### src/rtl/capture_pkg.sv
package capture_pkg;
    typedef enum logic [2:0] {
        SL_IDLE  = 3'd0,
        SL_ARMED = 3'd1,
        SL_START = 3'd2,
        SL_WAIT  = 3'd3,
        SL_FULL  = 3'd4
    } slot_state_e;

    localparam int NDIG = 2;
endpackage

### src/rtl/capture_slot.sv
module capture_slot
    import capture_pkg::*;
#(
    parameter int NCH  = 4,
    parameter int WINW = 8,
    parameter int TSW  = 48
) (
    input  logic            clk,
    input  logic            rst_n,
    input  logic            go_i,
    input  logic [TSW-1:0]  ts_i,
    input  logic [NCH-1:0]  mask_i,
    input  logic [WINW-1:0] win_i,
    input  logic            tag_i,
    input  logic            done_i,
    input  logic            release_i,
    output logic            busy_o,
    output logic            full_o,
    output logic            start_o,
    output logic [TSW-1:0]  ts_o,
    output logic [NCH-1:0]  mask_o
);
    typedef struct packed {
        slot_state_e     st;
        logic [WINW-1:0] cnt;
        logic [TSW-1:0]  ts;
        logic [NCH-1:0]  mask;
    } slot_t;

    slot_t s_d, s_q;

    always_comb begin
        s_d = s_q;
        case (s_q.st)
            SL_IDLE: begin
                if (go_i) begin
                    s_d.st   = SL_ARMED;
                    s_d.cnt  = '0;
                    s_d.ts   = ts_i;
                    s_d.mask = mask_i;
                end
            end
            SL_ARMED: begin
                if (s_q.cnt >= win_i)  s_d.st  = SL_IDLE;
                else if (tag_i)        s_d.st  = SL_START;
                else                   s_d.cnt = s_q.cnt + WINW'(1);
            end
            SL_START: s_d.st = SL_WAIT;
            SL_WAIT:  if (done_i) s_d.st = SL_FULL;
            SL_FULL:  if (release_i) s_d.st = SL_IDLE;
            default:  s_d.st = SL_IDLE;
        endcase
    end

    always_ff @(posedge clk) begin
        if (!rst_n) s_q <= '0;
        else        s_q <= s_d;
    end

    assign busy_o  = (s_q.st != SL_IDLE);
    assign full_o  = (s_q.st == SL_FULL);
    assign start_o = (s_q.st == SL_START);
    assign ts_o    = s_q.ts;
    assign mask_o  = s_q.mask;

    assert_start_pulse_R5: assert property (@(posedge clk) disable iff (!rst_n)
        start_o |=> !start_o);
    assert_start_needs_tag_R4: assert property (@(posedge clk) disable iff (!rst_n)
        start_o |-> $past(tag_i));
    assert_full_held_R11: assert property (@(posedge clk) disable iff (!rst_n)
        (full_o && !release_i) |=> full_o);
endmodule

### src/rtl/capture_emitter.sv
module capture_emitter
    import capture_pkg::*;
#(
    parameter int NCH   = 4,
    parameter int NSAMP = 128,
    parameter int SMPW  = 10,
    parameter int TSW   = 48,
    parameter int OUTW  = 64
) (
    input  logic                      clk,
    input  logic                      rst_n,
    input  logic [NDIG-1:0]           full_i,
    input  logic [NDIG-1:0][TSW-1:0]  ts_i,
    input  logic [NDIG-1:0][NCH-1:0]  mask_i,
    input  logic [SMPW-1:0]           rd_data,
    input  logic                      out_ready,
    output logic [NDIG-1:0]           rel_o,
    output logic                      rd_dig,
    output logic [((NCH>1)?$clog2(NCH):1)-1:0] rd_chan,
    output logic [((NSAMP>1)?$clog2(NSAMP):1)-1:0] rd_idx,
    output logic                      out_valid,
    output logic [OUTW-1:0]           out_data,
    output logic                      out_last
);
    localparam int CHW      = (NCH > 1) ? $clog2(NCH) : 1;
    localparam int IW       = (NSAMP > 1) ? $clog2(NSAMP) : 1;
    localparam int HDR_DIG  = TSW;
    localparam int HDR_MASK = TSW + 1;
    localparam int HDR_TAG  = TSW + 1 + NCH;
    localparam int SMP_CH   = 16;

    typedef struct packed {
        logic            active;
        logic            sel;
        logic [CHW-1:0]  ch;
        logic [IW-1:0]   idx;
        logic            vld;
        logic            last;
        logic [OUTW-1:0] data;
    } emit_t;

    emit_t e_d, e_q;
    logic [CHW:0] nx;
    logic         pick;

    function automatic logic [CHW:0] first_set(input logic [NCH-1:0] m, input int from);
        logic [CHW:0] r;
        r = '0;
        for (int i = NCH - 1; i >= 0; i--) begin
            if (i >= from && m[i]) r = {1'b1, CHW'(i)};
        end
        return r;
    endfunction

    always_comb begin
        e_d   = e_q;
        rel_o = '0;
        nx    = '0;
        pick  = (full_i == 2'b11) ? (ts_i[1] < ts_i[0]) : full_i[1];
        if (!e_q.vld || out_ready) begin
            if (e_q.active) begin
                e_d.vld                   = 1'b1;
                e_d.data                  = '0;
                e_d.data[SMPW-1:0]        = rd_data;
                e_d.data[SMP_CH +: CHW]   = e_q.ch;
                if (e_q.idx == IW'(NSAMP - 1)) begin
                    nx = first_set(mask_i[e_q.sel], int'(e_q.ch) + 1);
                    if (nx[CHW]) begin
                        e_d.ch   = nx[CHW-1:0];
                        e_d.idx  = '0;
                        e_d.last = 1'b0;
                    end else begin
                        e_d.last       = 1'b1;
                        e_d.active     = 1'b0;
                        rel_o[e_q.sel] = 1'b1;
                    end
                end else begin
                    e_d.idx  = e_q.idx + IW'(1);
                    e_d.last = 1'b0;
                end
            end else if (|full_i) begin
                e_d.vld                     = 1'b1;
                e_d.sel                     = pick;
                e_d.data                    = '0;
                e_d.data[TSW-1:0]           = ts_i[pick];
                e_d.data[HDR_DIG]           = pick;
                e_d.data[HDR_MASK +: NCH]   = mask_i[pick];
                e_d.data[HDR_TAG]           = 1'b1;
                e_d.data[OUTW-1]            = 1'b1;
                e_d.idx                     = '0;
                nx = first_set(mask_i[pick], 0);
                if (nx[CHW]) begin
                    e_d.active = 1'b1;
                    e_d.ch     = nx[CHW-1:0];
                    e_d.last   = 1'b0;
                end else begin
                    e_d.last    = 1'b1;
                    rel_o[pick] = 1'b1;
                end
            end else begin
                e_d.vld  = 1'b0;
                e_d.last = 1'b0;
            end
        end
    end

    always_ff @(posedge clk) begin
        if (!rst_n) e_q <= '0;
        else        e_q <= e_d;
    end

    assign rd_dig    = e_q.sel;
    assign rd_chan   = e_q.ch;
    assign rd_idx    = e_q.idx;
    assign out_valid = e_q.vld;
    assign out_data  = e_q.data;
    assign out_last  = e_q.last;

    assert_hold_R10: assert property (@(posedge clk) disable iff (!rst_n)
        (out_valid && !out_ready) |=> (out_valid && $stable(out_data) && $stable(out_last)));
    assert_last_valid_R6: assert property (@(posedge clk) disable iff (!rst_n)
        out_last |-> out_valid);
endmodule

### src/rtl/pingpong_capture.sv
module pingpong_capture
    import capture_pkg::*;
#(
    parameter int NCH   = 4,
    parameter int NSAMP = 128,
    parameter int SMPW  = 10,
    parameter int TSW   = 48,
    parameter int WINW  = 8,
    parameter int DEADW = 16,
    parameter int OUTW  = 64
) (
    input  logic            clk,
    input  logic            rst_n,
    input  logic            trig,
    input  logic [NCH-1:0]  chan_mask,
    input  logic [WINW-1:0] win_ticks,
    input  logic            coinc_tag,
    output logic [1:0]      conv_start,
    input  logic [1:0]      conv_done,
    output logic            rd_dig,
    output logic [((NCH>1)?$clog2(NCH):1)-1:0] rd_chan,
    output logic [((NSAMP>1)?$clog2(NSAMP):1)-1:0] rd_idx,
    input  logic [SMPW-1:0] rd_data,
    output logic            out_valid,
    input  logic            out_ready,
    output logic [OUTW-1:0] out_data,
    output logic            out_last,
    output logic [DEADW-1:0] dead_cnt
);
    typedef struct packed {
        logic [TSW-1:0]   cnt;
        logic             pref;
        logic [DEADW-1:0] dead;
    } top_t;

    top_t t_d, t_q;
    logic [NDIG-1:0]          go, busy, full, rel;
    logic [NDIG-1:0][TSW-1:0] slot_ts;
    logic [NDIG-1:0][NCH-1:0] slot_mask;

    always_comb begin
        t_d     = t_q;
        go      = '0;
        t_d.cnt = t_q.cnt + TSW'(1);
        if (trig) begin
            if (!busy[t_q.pref]) begin
                go[t_q.pref] = 1'b1;
                t_d.pref     = ~t_q.pref;
            end else if (!busy[~t_q.pref]) begin
                go[~t_q.pref] = 1'b1;
            end else if (t_q.dead != '1) begin
                t_d.dead = t_q.dead + DEADW'(1);
            end
        end
    end

    always_ff @(posedge clk) begin
        if (!rst_n) t_q <= '0;
        else        t_q <= t_d;
    end

    assign dead_cnt = t_q.dead;

    for (genvar g = 0; g < NDIG; g++) begin : g_slot
        capture_slot #(.NCH(NCH), .WINW(WINW), .TSW(TSW)) u_slot (
            .clk       (clk),
            .rst_n     (rst_n),
            .go_i      (go[g]),
            .ts_i      (t_q.cnt),
            .mask_i    (chan_mask),
            .win_i     (win_ticks),
            .tag_i     (coinc_tag),
            .done_i    (conv_done[g]),
            .release_i (rel[g]),
            .busy_o    (busy[g]),
            .full_o    (full[g]),
            .start_o   (conv_start[g]),
            .ts_o      (slot_ts[g]),
            .mask_o    (slot_mask[g])
        );
    end

    capture_emitter #(.NCH(NCH), .NSAMP(NSAMP), .SMPW(SMPW), .TSW(TSW), .OUTW(OUTW)) u_emit (
        .clk       (clk),
        .rst_n     (rst_n),
        .full_i    (full),
        .ts_i      (slot_ts),
        .mask_i    (slot_mask),
        .rd_data   (rd_data),
        .out_ready (out_ready),
        .rel_o     (rel),
        .rd_dig    (rd_dig),
        .rd_chan   (rd_chan),
        .rd_idx    (rd_idx),
        .out_valid (out_valid),
        .out_data  (out_data),
        .out_last  (out_last)
    );

    assert_dead_mono_R9: assert property (@(posedge clk) disable iff (!rst_n)
        1'b1 |=> dead_cnt >= $past(dead_cnt));
    assert_dead_sat_R9: assert property (@(posedge clk) disable iff (!rst_n)
        (dead_cnt == '1) |=> (dead_cnt == '1));
    assert_drop_counts_R9: assert property (@(posedge clk) disable iff (!rst_n)
        (trig && (&busy) && dead_cnt != '1) |=> (dead_cnt != $past(dead_cnt)));
    assert_free_take_R2: assert property (@(posedge clk) disable iff (!rst_n)
        (trig && !(&busy)) |=> (dead_cnt == $past(dead_cnt)));
endmodule

### config.mk
export PLATFORM = sky130hd
export DESIGN_NAME = pingpong_capture
export DESIGN_NICKNAME = d
export VERILOG_FILES = /design/src/rtl/capture_pkg.sv /design/src/rtl/capture_slot.sv /design/src/rtl/capture_emitter.sv /design/src/rtl/pingpong_capture.sv
export SDC_FILE = /design/constraint.sdc
export NUM_CORES = 1
export LEC_CHECK = 0
export ABC_AREA = 1
export BUFFER_PORTS_ARGS = -buffer_cell sky130_fd_sc_hd__buf_2
export CORE_MARGIN = 3
export CORE_UTILIZATION = 32
export DETAILED_ROUTE_END_ITERATION = 6
export HOLD_SLACK_MARGIN = 0.05
export PLACE_DENSITY_LB_ADDON = 0.05
export SYNTH_ARGS = -nofsm -noshare
export SYNTH_HDL_FRONTEND = slang
export SYNTH_SLANG_ARGS = --single-unit
export TNS_END_PERCENT = 100
### constraint.sdc
create_clock -name clk -period 6.7 [get_ports clk]
set_input_delay 1.675 -clock clk [delete_from_list [all_inputs] [get_ports clk]]
set_output_delay 1.675 -clock clk [all_outputs]
set_load 0.005 [all_outputs]
==> results_dict.tcl, run 1 <==
set metrics [dict create \
    antenna_found_initial 0 \
    cts_buffer_depth 3 \
    gp_congestion 0.7748 \
    fin_skew_ns 0.01590 \
    ant_nets 0 \
    synth-seq-cells 258 \
    synthToLayoutAreaGrowth_pct 11.15 \
    overflow 0 \
    synthTopCellsByArea "dfxtp_1, a21oi_1, o21ai_0, nand2_1, ha_1" \
    status "finished, final reports clean" \
    cts_tree "yes" \
    ys_seq_area_share_pct 40.19 \
    worstPathArrival_ns 4.30 \
    wire_per_inst_um 15.21 \
    maxSlewViolCount 0 \
    hold_start "u_emit.out_data[9]$_SDFFE_PN0P_" \
    clockPowerShare_pct 28.7 \
    slowest_delay_ns 0.64 \
    clk_latency_ns 0.53 \
    drtIter0Drc 563 \
    final.setup.tns_ns 0 \
    hpwl_mm 24.28 \
    route.detailed.drc 0 \
    clk_pin_slew_ns 0.06 \
    pin_count 123 \
    post-synth-top-area-fraction_pct 40.19 \
    synth_top_flop_cell "dfxtp_1" \
    clock_sinks 258 \
    port_buffers 113 \
    cp_top_family "simple AND/OR/NAND/NOR gates" \
    whs_endpoint "u_emit.out_data[9]$_SDFFE_PN0P_" \
    fp.dieH_um 206.4 \
    rrSetupSlack_ns 2.82 \
    slew_headroom_pct 38.82 \
    maxCapViolCount 0 \
    cp_num_buf_inv 3 \
    dr_total_vias 10980 \
    cts_setup_buffers 0 \
    antenna_cells 0 \
    crit_top_cell "nand2_1" \
    start_util_pct 32.80 \
    tightest_slew_ns 0.9166 \
    yosys_warnings 0 \
    nNetsFinal 1854 \
    wl_mm 34.93 \
    synth_cell_types 48 \
    die_area_um2 42610 \
    drive_gt1_share_pct 11.53 \
    fp.dieW_um 206.4 \
    core_um2 39190 \
    end_kind "flip-flop" \
    internal-power_mw 3.631 \
    fin_crit_sh_pct 57.85 \
    rr_startpoint "g_slot[0].u_slot.ts_o[47]$_SDFFE_PN0P_" \
    crit_path_start "g_slot[0].u_slot.ts_o[47]$_SDFFE_PN0P_" \
    p_seq_share_pct 35.2 \
    power.leakage_nw 5.864 \
    hold_violations 0 \
    grt_pass1_wl_mm 56.56 \
    path_cells "inv_1 -> ha_1 -> nand2_1 -> nor2_1 -> nand3_1 -> nor2_1 -> nand2_1 -> nor2_1 -> nand2_1 -> nand2_1 -> nand2_1 -> nand2_2 -> buf_4 -> o21ai_0 -> nor2_1 -> nand3_1 -> nand2_1 -> nand2_1 -> nand2_1 -> nand2_1 -> o21ai_0 -> inv_1" \
    htreeDepth 2 \
    rsz0062_at_grt "no" \
    grt_max_degree 87 \
    cts_resized 0 \
    num-fill-cells 4170 \
    cts_hold_buffers 0 \
    synth_edf_count 0 \
    cp_max_fo 80 \
    ys_async_sr_fraction_pct 0 \
    yosysMostFrequentCell "a21oi_1" \
    p_sw_share_pct 39.55 \
    r2r_end "g_slot[1].u_slot.s_q[62]$_SDFFE_PN0P_" \
    synthCells 1752 \
    via_per_inst 4.781 \
    hold_class "flip-flop to flip-flop" \
    root_buffer "clkbuf_16" \
    power.switching_mw 2.376 \
    postSynthAreaPerCell_um2 7.336 \
    grt_pass1_vias 10410 \
    period_minus_slack_ns 3.876 \
    crit_type "flip-flop to flip-flop" \
    power_density_nw_per_um2 420.5 \
    numCtsBuffers 34 \
    setup_viol 0 \
    irDropWorstVdd_v 0.0001874 \
    ys_top_cells_by_count "a21oi_1, dfxtp_1, nand2_1" \
    synth_top_area_cell "dfxtp_1" \
    fmax_ghz 0.2580 \
    power_frac_comb_pct 36.1 \
    hold_ws_ns 0.4597 \
    required_ns 7.12 \
    min_path_cells 2 \
    netlist_area_um2 12850 \
    r2r_cells 22 \
    dr.pass1.iters 6 \
    crit_path_top_delay_cell "buf_4" \
    rows 72 \
    globalRouteTotalUtil_pct 16.59 \
    cp-start-kind "flip-flop" \
]
[metal layers]
metal  track usage [%]  vias to the layer above  share of wire, %
li1                  -                     5764                 -
met1             22.75                     5024                50
met2             26.77                      143                45
met3             3.150                       46               3.8
met4             4.364                        0               1.9
met5                 0                        -                 0
[worst max-delay path by stage]
stage          depth (start not counted)  slack, ns                                     to
4_1_cts                               22       2.77  g_slot[1].u_slot.s_q[62]$_SDFFE_PN0P_
3_3_place_gp                           6       2.53  g_slot[1].u_slot.s_q[57]$_SDFFE_PN0P_
6_report                              22       2.82  g_slot[1].u_slot.s_q[62]$_SDFFE_PN0P_
2_1_floorplan                         15       2.94  g_slot[1].u_slot.s_q[59]$_SDFFE_PN0P_
3_5_place_dp                          16       2.43  g_slot[1].u_slot.s_q[59]$_SDFFE_PN0P_
5_1_grt                               22       2.25  g_slot[1].u_slot.s_q[62]$_SDFFE_PN0P_
[placed cells by master (no fill, tap or decap), types with 2 or more instances in the layout]
cell and instances:
a211oi_1 3, a21o_1 2, a21oi_1 268, a221oi_1 3, and3_1 4, buf_2 112, buf_4 10, clkbuf_1 6
clkbuf_16 35, clkbuf_8 7, clkinv_2 9, conb_1 9, dfxtp_1 258, ha_1 68, inv_1 205, inv_2 2
nand2_1 256, nand2_2 7, nand3_1 37, nand3_2 2, nand4_1 15, nor2_1 129, nor2_4 5, nor3_1 56
nor3_2 2, nor3_4 3, nor3b_1 11, nor4_1 7, o211ai_1 19, o21a_1 7, o21ai_0 196, o21ai_1 2
or2_2 3, xnor2_1 2
[cells by family after synthesis]
family	count (synthesis)	share of synthesized area [%]
and+or+nand+nor	542	18.71
AOI/OAI and AO/OA	509	20.75
buffers and inverters	371	13.50
DFF	258	40.19
adders and majority gates	68	6.620
xor gates and xnor gates	3	0.2045
other	1	0.02918
[layout make-up]
cell class / instances / area, um2 / area share (%)
multi-input cells: 1131 / 5998 / 41.99
flip-flops and latches: 258 / 5165 / 36.16
clock inverters: 9 / 52.55 / 0.3679
well taps: 518 / 648.1 / 4.537
clock buffers: 48 / 994.7 / 6.963
repair buffers: 122 / 635.6 / 4.449
inverters: 210 / 790.8 / 5.536
[power groups by stage]
stage / clock network (mW) / logic (mW) / registers [mW]
final: 1.72 / 2.17 / 2.12
after global routing: 1.86 / 2.54 / 2.16
after CTS: 1.79 / 2.24 / 2.12
after detailed placement: 0 / 2.22 / 2.15
after global placement: 0 / 2.21 / 2.15
after floorplan: 0 / 1.65 / 2.08
[sequential cells by signal, summed over array words and instances (netlist names), 2 cells and up]
name and count:
g_slot.u_slot.s_q 22, g_slot.u_slot.mask_o 8, u_emit.out_data 54, dead_cnt 16
u_emit.rd_idx 7, u_emit.rd_chan 2, t_q 49, g_slot.u_slot.ts_o 96
[worst register-to-register path, stage by stage, from the launching register on]
cell and delay, ns:
dfxtp_1 0.30, inv_1 0.06, ha_1 0.30, nand2_1 0.07, nor2_1 0.19, nand3_1 0.09
nor2_1 0.28, nand2_1 0.09, nor2_1 0.09, nand2_1 0.06, nand2_1 0.09, nand2_1 0.10
nand2_2 0.10, buf_4 0.64, o21ai_0 0.34, nor2_1 0.34, nand3_1 0.11, nand2_1 0.07
nand2_1 0.05, nand2_1 0.08, nand2_1 0.09, o21ai_0 0.15, inv_1 0.05
[per-stage QoR]
stage	util, %	std cells	setup slack (ns)	cell area [um2]	power, mW
final	36.45	2296	2.824	14290	6.006
after global routing	36.45	2296	2.248	14290	6.563
after CTS	36.45	2296	2.773	14290	6.147
after detailed placement	33.78	2239	2.433	13240	4.372
after global placement	33.78	2239	2.528	13240	4.362
after floorplan	-	1760	2.937	12880	3.732
Note: power is estimated with default switching activity, not from simulation.
==> inputs of run 2 (changes only) <==
==> constraint.sdc (replaced) <==
create_clock -name clk -period 3.45 [get_ports clk]
set_input_delay 0.8625 -clock clk [delete_from_list [all_inputs] [get_ports clk]]
set_output_delay 0.8625 -clock clk [all_outputs]
set_load 0.005 [all_outputs]
==> results_dict.tcl, run 2 (same netlist as run 1, synthesis figures left out) <==
set metrics [dict create \
    status "finished, final reports clean" \
    crit_path_top_delay_cell "dfxtp_1" \
    root_buffer "clkbuf_16" \
    power_density_nw_per_um2 816.3 \
    port_buffers 113 \
    cts_buffer_depth 3 \
    clock_sinks 258 \
    htreeDepth 1 \
    cts_tree "yes" \
    hold_class "flip-flop to flip-flop" \
    globalRouteTotalUtil_pct 16.45 \
    whs_endpoint "u_emit.out_data[31]$_SDFFE_PN0P_" \
    crit_type "flip-flop to flip-flop" \
    setup_ws_ns 0.3904 \
    hold_start "u_emit.out_data[31]$_SDFFE_PN0P_" \
    slew_headroom_pct 38.42 \
    maxSlewViolCount 0 \
    fin_skew_ns 0.01153 \
    power.leakage_nw 5.906 \
    ant_nets 0 \
    hpwl_mm 24.57 \
    end_kind "flip-flop" \
    wl_mm 35.10 \
    pin_count 123 \
    start_util_pct 32.80 \
    busiest_layer "met2" \
    hold_violations 0 \
    required_ns 3.90 \
    nNetsFinal 1863 \
    via_per_inst 4.752 \
    irDropWorstVdd_v 0.0004537 \
    fp.dieW_um 206.4 \
    min_path_cells 2 \
    core_um2 39190 \
    maxCapViolCount 0 \
    cts_setup_buffers 0 \
    dr_total_vias 10960 \
    clk_latency_ns 0.56 \
    grt_pass1_vias 10450 \
    fin_crit_sh_pct 88.68 \
    power_frac_comb_pct 37.3 \
    clk_pin_slew_ns 0.06 \
    layout_commonest_cell "a21oi_1" \
    power.switching_mw 4.578 \
    setup_viol 0 \
    dr.pass1.iters 6 \
    route.detailed.drc 0 \
    p_sw_share_pct 38.95 \
    fmax_ghz 0.3268 \
    met2_usage_pct 26.22 \
    slowest_delay_ns 0.32 \
    numCtsBuffers 30 \
    overflow 0 \
    synthToLayoutAreaGrowth_pct 12.05 \
    r2r_end "g_slot[1].u_slot.s_q[62]$_SDFFE_PN0P_" \
    grt_pass1_wl_mm 56.50 \
    cp_max_fo 9 \
    final_cell_mix "a21oi_1, dfxtp_1, nand2_1, inv_1, o21ai_0" \
    met1_usage_pct 22.86 \
    period_minus_slack_ns 3.060 \
    use_met3_pct 2.693 \
    worstPathArrival_ns 3.51 \
    cts_hold_buffers 0 \
    gp_congestion 0.8028 \
    grt_max_degree 141 \
    path_cells "inv_1 -> ha_1 -> nand2_1 -> nor2_1 -> nand3_1 -> nor2_2 -> nand2_1 -> nor2_1 -> nand2_1 -> nand2_1 -> nand2_1 -> nand2_4 -> o21ai_0 -> nor2_2 -> nand3_1 -> nand2_1 -> nand2_1 -> nand2_1 -> nand2_1 -> o21ai_0 -> inv_1" \
    rows 72 \
    r2r_cells 21 \
    fp.dieH_um 206.4 \
    p_seq_share_pct 35.0 \
    largest_reg_flops 96 \
    rr_startpoint "g_slot[0].u_slot.ts_o[46]$_SDFFE_PN0P_" \
    die_area_um2 42610 \
    wire_per_inst_um 15.21 \
    tightest_slew_ns 0.9166 \
    place_ws_ns 0.1915 \
    clockPowerShare_pct 27.7 \
    p_total_mw 11.76 \
    rrSetupSlack_ns 0.39 \
    drtIter0Drc 513 \
    crit_top_cell "nand2_1" \
    drive_gt1_share_pct 11.75 \
    internal-power_mw 7.177 \
    cp-start-kind "flip-flop" \
    antenna_found_initial 2 \
]
## run 2: power groups by stage
stage	combinational, mW	clock, mW	sequential (mW)
floorplan	3.21	0	4.04
global placement	4.45	0	4.17
detailed placement	4.46	0	4.17
CTS	4.49	3.38	4.12
global route	5.11	3.50	4.21
finish	4.39	3.25	4.11
## run 2: routing by layer
| layer | vias up | share of wire, % |
|---|---|---|
| met5 | - | 0 |
| li1 | 5775 | - |
| met2 | 161 | 44 |
| met4 | 0 | 2.5 |
| met1 | 4975 | 50 |
| met3 | 52 | 4.0 |
## run 2: cell type report
type / instances / area, um2
multi-input cells: 1131 / 6011
diodes: 2 / 5.005
well taps: 518 / 648.1
repair buffers: 135 / 783.3
inverters: 210 / 790.8
flip-flops and latches: 258 / 5165
fillers: 4217 / 24790
clock inverters: 4 / 95.09
clock buffers: 49 / 903.4
## run 2: how the worst max path moves through the flow
stage,startpoint,end,slack (ns)
finish,g_slot[0].u_slot.ts_o[46]$_SDFFE_PN0P_,g_slot[1].u_slot.s_q[62]$_SDFFE_PN0P_,0.39
global route,g_slot[0].u_slot.ts_o[43]$_SDFFE_PN0P_,g_slot[1].u_slot.s_q[62]$_SDFFE_PN0P_,-0.01
CTS,g_slot[0].u_slot.ts_o[47]$_SDFFE_PN0P_,g_slot[1].u_slot.s_q[62]$_SDFFE_PN0P_,0.16
detailed placement,g_slot[0].u_slot.ts_o[47]$_SDFFE_PN0P_,g_slot[1].u_slot.s_q[62]$_SDFFE_PN0P_,0.19
global placement,g_slot[0].u_slot.ts_o[47]$_SDFFE_PN0P_,g_slot[0].u_slot.s_q[62]$_SDFFE_PN0P_,0.21
floorplan,win_ticks[3],g_slot[1].u_slot.s_q[59]$_SDFFE_PN0P_,0.50
## run 2: timing repair
action,4_1_cts,5_1_grt
setup endpoints to repair,0,8
gates resized for setup,0,4
endpoints found under the hold margin,0,0
## run 2: per-stage QoR
step                      area, um2  utilization, %  instances  hold WS (ns)  TNS [ns]
after CTS                     14380           36.71       2305        0.4610         0
after global placement        13390           34.16       2252        0.4492         0
after detailed placement      13390           34.16       2252        0.4524         0
final                         14400           36.75       2307        0.4589         0
after global routing          14400           36.75       2307        0.4757  -0.01079
after floorplan               12880               -       1760        0.4345         0
## run 2: worst max-delay path: cells and delay by family (launching register included)
| family | cells | cell delay, ns |
|---|---|---|
| and+or+nand+nor | 16 | 1.91 |
| DFF | 1 | 0.32 |
| adders and majority gates | 1 | 0.28 |
| buffers and inverters | 2 | 0.12 |
| AOI/OAI and AO/OA | 2 | 0.33 |
